--- config.mk ---
export PLATFORM = sky130hd
export DESIGN_NAME = soft_mute_seq
export DESIGN_NICKNAME = d
export VERILOG_FILES = /design/src/rtl/smute_pkg.sv /design/src/rtl/smute_step_timer.sv /design/src/rtl/smute_gain.sv /design/src/rtl/soft_mute_seq.sv
export SDC_FILE = /design/constraint.sdc
export NUM_CORES = 1
export LEC_CHECK = 0
export ABC_AREA = 1
export BUFFER_PORTS_ARGS = -buffer_cell sky130_fd_sc_hd__clkbuf_2
export CAP_MARGIN = 5
export CORE_MARGIN = 8
export CORE_UTILIZATION = 50
export CTS_CLUSTER_DIAMETER = 50
export DETAILED_ROUTE_END_ITERATION = 12
export PLACE_DENSITY = 0.74
export SKIP_LAST_GASP = 1
export SLEW_MARGIN = 20
export SYNTH_ARGS = -nofsm -noshare
export SYNTH_HDL_FRONTEND = slang
export SYNTH_HIERARCHICAL = 1
export SYNTH_SLANG_ARGS = --single-unit
--- constraint.sdc ---
create_clock -name clk -period 2.9 [get_ports clk]
set_clock_uncertainty 0.15 [all_clocks]
set_input_delay 0.435 -clock clk [delete_from_list [all_inputs] [get_ports clk]]
set_output_delay 0.435 -clock clk [all_outputs]
set_load 0.03 [all_outputs]
--- src/rtl/smute_pkg.sv ---
package smute_pkg;

    localparam int unsigned SEL_W = 2;
    localparam logic [SEL_W-1:0] SEL_LONGEST = '1;

    typedef enum logic [2:0] {
        ST_MUTED,
        ST_WAIT_PWR,
        ST_RAMP_UP,
        ST_ACTIVE,
        ST_RAMP_DOWN
    } smute_state_t;

endpackage

--- src/rtl/smute_step_timer.sv ---
module smute_step_timer #(
    parameter int unsigned TICK_DIV = 4,
    parameter int unsigned SEL_W    = 2
) (
    input  logic             clk,
    input  logic             rst_n,
    input  logic             restart,
    input  logic             run,
    input  logic [SEL_W-1:0] sel,
    output logic             step
);
    localparam int unsigned PRE_W = (TICK_DIV > 2) ? $clog2(TICK_DIV) : 1;
    localparam int unsigned SCL_W = ((1 << SEL_W) - 1 > 0) ? (1 << SEL_W) - 1 : 1;
    localparam logic [PRE_W-1:0] PRE_LAST = PRE_W'(TICK_DIV - 1);

    logic [PRE_W-1:0] pre_q;
    logic [SCL_W-1:0] scl_q;
    logic [SCL_W-1:0] scl_lim;
    logic [SEL_W-1:0] sel_q;
    logic             tick;

    // scaler limit is 2^sel - 1: the low sel bits set
    always_comb begin
        scl_lim = '0;
        for (int b = 0; b < SCL_W; b++) begin
            scl_lim[b] = (b < int'(sel_q));
        end
    end

    assign tick = run && (pre_q == PRE_LAST);
    assign step = tick && (scl_q == scl_lim);

    always_ff @(posedge clk or negedge rst_n) begin
        if (!rst_n) begin
            pre_q <= '0;
            scl_q <= '0;
            sel_q <= '0;
        end else if (restart) begin
            pre_q <= '0;
            scl_q <= '0;
            sel_q <= sel;
        end else if (run) begin
            pre_q <= tick ? '0 : pre_q + 1'b1;
            if (tick) begin
                scl_q <= step ? '0 : scl_q + 1'b1;
            end
        end
    end

    // a ramp never runs on a period that was not captured at its start
    assert_restart_before_run_R10: assert property (@(posedge clk) disable iff (!rst_n)
        $rose(run) |-> $past(restart));

endmodule

--- src/rtl/smute_gain.sv ---
module smute_gain #(
    parameter int unsigned GAIN_W = 4
) (
    input  logic              clk,
    input  logic              rst_n,
    input  logic              inc,
    input  logic              dec,
    input  logic              load_full,
    input  logic              clear,
    output logic [GAIN_W-1:0] gain
);
    localparam logic [GAIN_W-1:0] GAIN_FULL = '1;

    always_ff @(posedge clk or negedge rst_n) begin
        if (!rst_n) begin
            gain <= '0;
        end else if (clear) begin
            gain <= '0;
        end else if (load_full) begin
            gain <= GAIN_FULL;
        end else if (inc) begin
            gain <= gain + 1'b1;
        end else if (dec) begin
            gain <= gain - 1'b1;
        end
    end

    assert_single_op_R2: assert property (@(posedge clk) disable iff (!rst_n)
        $onehot0({inc, dec, load_full, clear}));

    assert_no_wrap_up_R2: assert property (@(posedge clk) disable iff (!rst_n)
        inc |-> (gain != GAIN_FULL));

    assert_no_wrap_down_R2: assert property (@(posedge clk) disable iff (!rst_n)
        dec |-> (gain != '0));

endmodule

--- src/rtl/soft_mute_seq.sv ---
module soft_mute_seq
    import smute_pkg::*;
#(
    parameter int unsigned GAIN_W   = 4,
    parameter int unsigned TICK_DIV = 4
) (
    input  logic              clk,
    input  logic              rst_n,
    input  logic              unmute_req,
    input  logic              soft_en,
    input  logic [1:0]        time_sel,
    input  logic              hw_mode,
    input  logic              pwr_ready,
    output logic [GAIN_W-1:0] gain,
    output logic              busy,
    output logic              mute_done
);
    localparam logic [GAIN_W-1:0] GAIN_FULL = '1;
    localparam logic [GAIN_W-1:0] GAIN_NEAR = GAIN_FULL - 1'b1;
    localparam logic [GAIN_W-1:0] GAIN_ONE  = {{(GAIN_W-1){1'b0}}, 1'b1};

    smute_state_t state_q, state_d;

    logic             soft_eff;
    logic [SEL_W-1:0] sel_eff;
    logic             t_restart, t_run, t_step;
    logic             g_inc, g_dec, g_full, g_clr;
    logic             done_set;

    assign soft_eff = soft_en | hw_mode;
    assign sel_eff  = hw_mode ? SEL_LONGEST : time_sel;

    smute_step_timer #(
        .TICK_DIV (TICK_DIV),
        .SEL_W    (SEL_W)
    ) u_timer (
        .clk     (clk),
        .rst_n   (rst_n),
        .restart (t_restart),
        .run     (t_run),
        .sel     (sel_eff),
        .step    (t_step)
    );

    smute_gain #(
        .GAIN_W (GAIN_W)
    ) u_gain (
        .clk       (clk),
        .rst_n     (rst_n),
        .inc       (g_inc),
        .dec       (g_dec),
        .load_full (g_full),
        .clear     (g_clr),
        .gain      (gain)
    );

    // state register
    always_ff @(posedge clk or negedge rst_n) begin
        if (!rst_n) begin
            state_q <= ST_MUTED;
        end else begin
            state_q <= state_d;
        end
    end

    // next state and datapath controls
    always_comb begin
        state_d   = state_q;
        t_restart = 1'b0;
        t_run     = 1'b0;
        g_inc     = 1'b0;
        g_dec     = 1'b0;
        g_full    = 1'b0;
        g_clr     = 1'b0;
        done_set  = 1'b0;
        unique case (state_q)
            ST_MUTED: begin
                if (unmute_req) begin
                    state_d = ST_WAIT_PWR;
                end
            end
            ST_WAIT_PWR: begin
                if (!unmute_req) begin
                    state_d = ST_MUTED;
                end else if (pwr_ready) begin
                    if (soft_eff) begin
                        state_d   = ST_RAMP_UP;
                        t_restart = 1'b1;
                    end else begin
                        state_d = ST_ACTIVE;
                        g_full  = 1'b1;
                    end
                end
            end
            ST_RAMP_UP: begin
                t_run = 1'b1;
                if (t_step) begin
                    g_inc = 1'b1;
                    if (gain == GAIN_NEAR) begin
                        state_d = ST_ACTIVE;
                    end
                end
            end
            ST_ACTIVE: begin
                if (!unmute_req) begin
                    if (soft_eff) begin
                        state_d   = ST_RAMP_DOWN;
                        t_restart = 1'b1;
                    end else begin
                        state_d  = ST_MUTED;
                        g_clr    = 1'b1;
                        done_set = 1'b1;
                    end
                end
            end
            ST_RAMP_DOWN: begin
                t_run = 1'b1;
                if (t_step) begin
                    g_dec = 1'b1;
                    if (gain == GAIN_ONE) begin
                        state_d  = ST_MUTED;
                        done_set = 1'b1;
                    end
                end
            end
            default: state_d = ST_MUTED;
        endcase
    end

    // outputs
    always_ff @(posedge clk or negedge rst_n) begin
        if (!rst_n) begin
            mute_done <= 1'b0;
        end else begin
            mute_done <= done_set;
        end
    end

    assign busy = (state_q == ST_RAMP_UP) || (state_q == ST_RAMP_DOWN);

    assert_muted_gain_zero_R1: assert property (@(posedge clk) disable iff (!rst_n)
        (state_q == ST_MUTED) |-> (gain == '0));

    assert_ramp_single_step_R8: assert property (@(posedge clk) disable iff (!rst_n)
        busy |=> ((gain == $past(gain)) || ({1'b0, gain} == {1'b0, $past(gain)} + 1'b1)
                  || ({1'b0, gain} + 1'b1 == {1'b0, $past(gain)})));

    assert_ready_before_rise_R6: assert property (@(posedge clk) disable iff (!rst_n)
        ((state_q == ST_RAMP_UP) && ($past(state_q) == ST_WAIT_PWR)) |-> $past(pwr_ready));

    assert_no_cancel_down_R7: assert property (@(posedge clk) disable iff (!rst_n)
        (state_q == ST_RAMP_DOWN) |=> ((state_q == ST_RAMP_DOWN) || (state_q == ST_MUTED)));

    assert_no_cancel_up_R7: assert property (@(posedge clk) disable iff (!rst_n)
        (state_q == ST_RAMP_UP) |=> ((state_q == ST_RAMP_UP) || (state_q == ST_ACTIVE)));

    assert_done_at_zero_R9: assert property (@(posedge clk) disable iff (!rst_n)
        mute_done |-> ((gain == '0) && !busy));

    assert_done_single_R9: assert property (@(posedge clk) disable iff (!rst_n)
        mute_done |=> !mute_done);

endmodule

==> results.txt <==
Cell Area, Synth = 1076 um2
Initial antenna violation count = 0
DR iter-0 viols = 34
Startpoint Class = flop
Max-slew violation count = 0
Reg2reg end = u_gain/gain[3]
DP Worst Slack = 0.2004 ns
PD cells = 953.2 nW/um2
CTS clk-pin slew, worst paths = 0.09 ns
DIE WIDTH = 62.39 um
EDFF count, synth = 0
CTS tree = yes
Largest net degree at the start of global routing = 16
Top_reg_cell synth = dfrtp_1
Worst-path cell chain = inv_1 -> nand2_1 -> o21ai_2 -> nand2_1 -> inv_1 -> nand2_1 -> nor2_1 -> nand3_1 -> inv_1 -> inv_1 -> nor2_2 -> inv_2 -> ha_1 -> or2_1 -> nand3_1 -> nand3_1 -> nand2_1 -> nand2_1
End-of-flow core utilization = 63.50%
Fmax = 373.8 MHz
Setup Crit Path Kind = reg -> reg
Most common cell after layout, fill and taps aside = nand2_1
Commonest non-fill, non-tap cells in the layout = nand2_1 (48), inv_1 (22), nor2_1 (15)
DP HPWL = 1877 um
Critical-path top delay cell = dfrtp_2
Wire per inst = 11.87 um
Outcome = complete, no violations
Reg2Reg Launch Point = state_q[1]
GRT Util Overall = 12.49%
Critical path peak fanout = 6
Vias in the first global route = 973
Routed wire length = 2458 um
Hold depth = 3
Multi-input gate area = 605.6 um2
Die ar. = 3893 um2
Hold endpoint = state_q[0]
Final worst-path cycle share = 92.25%
Residual DRC = 0
Async SR Flop Fraction = 100.0%
Die outline height = 62.39 um
Worst reg2reg path depth = 18
IO Port Bufs = 13
Worst Path Arrival = 2.70 ns
Peak supply drop = 0.0006231 V
Clk buf depth = 2
CTS Buf Count = 3
Seq cells post-synth = 15
RD Place Congestion = 0.8308
CP max stage delay = 0.46 ns
Fill cells = 197
Flop2flop setup slack = 0.22 ns
Setup violators final = 0
Max H-tree Level = 1
Slew headroom = 65.45%
Mean cell area of the mapped netlist = 6.942 um2
Syn nets = 168
Tightest Hold Check Type = in -> reg
Crit. End Element = flop
Clock sink total = 15
Cell with the most instances on the worst path = nand2_1
Tmin final = 2.675 ns
Design Area, Final = 1271 um2
Netlist cell types = 26
Area delta synth->final = 18.14%
Layout cells sized above 1 = 23.89%
Final Hold Vio Count = 0
Rows = 16
Antenna cells = 0
Placed insts = 200
Clock root cell = clkbuf_4
Clk_lat worst skew = 0.28 ns
Initial core utilization = 53.75%
Finished Layout Cells = 207
Vias = 1036
Syn. warnings = 6
Worst slew pin tran = 0.5143 ns
Hold path startpoint = unmute_req
Grt ovf = 0
FF/Latch Area = 376.6 um2
First-pass GRT wire length = 4181 um
Core Region = 2002 um2
I/O Pins = 14
Max cap viols = 0
Final setup margin = 0.2247 ns
Drt first pass iters = 4
Net count reported at finish = 194
CP Data Required Time = 2.93 ns
Total Power = 1.212 mW
Final antenna-violating net count = 0
Placed Area = 1216 um2
Via-per-instance ratio = 5.005
Worst setup path startpoint = state_q[1]
Cells after Synth = 155
Leak pwr = 0.6964 nW
Register area share after synthesis = 34.88%
[critical path: cells and delay by family, from the launching register on]
kind                     cells  cell delay [ns]
AND/OR/NAND/NOR             11             1.08
flip-flops                   1             0.46
buffers and inverters        5             0.42
adder cells (fa/ha/maj)      1             0.31
AO/OA/AOI/OAI                1             0.14
[metal layers]
| layer | track usage [%] | part of all wire [%] | wire (um) | up-vias |
|---|---|---|---|---|
| met5 | 0 | 0 | 0 | - |
| met1 | 14.27 | 44 | 1071 | 476 |
| met4 | 4.274 | 1.4 | 35 | 0 |
| met3 | 2.151 | 2.6 | 64 | 4 |
| li1 | - | - | - | 539 |
| met2 | 22.64 | 52 | 1286 | 17 |
[flip-flops by register name, indices dropped and copies added, names as in the netlist]
register / cells
mute_done: 1
u_gain/gain: 4
u_timer/pre_q: 2
u_timer/sel_q: 2
state_q: 3
u_timer/scl_q: 3
[synthesized netlist by cell type (2+ instances only)]
master / count / area (um2)
a21oi_1: 2 / 10.01
nand3_1: 12 / 60.06
or2_2: 3 / 18.77
nor2_1: 16 / 60.06
dfrtp_1: 15 / 375.4
nand2_1: 48 / 180.2
inv_1: 23 / 86.33
inv_2: 4 / 15.01
ha_1: 4 / 50.05
nand2_2: 3 / 18.77
nand4_1: 3 / 18.77
o21ai_0: 7 / 35.03
xor2_1: 2 / 17.52
[cell families (layout without fill, tap and decap cells)]
family                   count (synthesis)  count (layout)  synth area share (%)
XOR/XNOR                                 3               3                 2.442
buffers and inverters                   27              52                 9.418
adder cells (fa/ha/maj)                  5               5                 6.512
AND/OR/NAND/NOR                         91              91                 37.79
flip-flops                              15              15                 34.88
AO/OA/AOI/OAI                           14              14                 8.954
[report_power, final]
| group | internal [mW] | leakage, nW | switching [mW] |
|---|---|---|---|
| clock | 0.0534 | 0.0150 | 0.0641 |
| combinational | 0.266 | 0.492 | 0.422 |
| sequential | 0.302 | 0.189 | 0.105 |
| total | 0.620 | 0.696 | 0.591 |
[area by class of cell]
cell class	count	area share (%)
Clock buffer	4	2.067
Inverter	27	7.972
Multi-Input combinational cell	113	47.64
Sequential cell	15	29.63
Tap cell	27	2.657
Timing Repair Buffer	21	10.04
[worst max path at each step]
stage	depth (start not counted)	end
detailed placement	18	u_gain/gain[3]
CTS	18	u_gain/gain[3]
global placement	18	u_gain/gain[3]
global route	18	u_gain/gain[3]
finish	18	u_gain/gain[3]
floorplan	18	u_gain/gain[3]
[through the flow]
step                setup TNS [ns]  hold WS (ns)
finish                           0        0.2988
floorplan                        0      -0.01059
global placement                 0        0.2162
detailed placement               0        0.2220
global route             -0.006360        0.2987
CTS                              0        0.2786
[repair_timing]
action | 4_1_cts | 5_1_grt
hold endpoints to repair | 15 | 0
hold buffers | 1 | 0
setup endpoints to repair | 0 | 3
setup buffers | 0 | 2
resized for setup | 0 | 3
No activity file was read; power rests on OpenSTA's default activity.
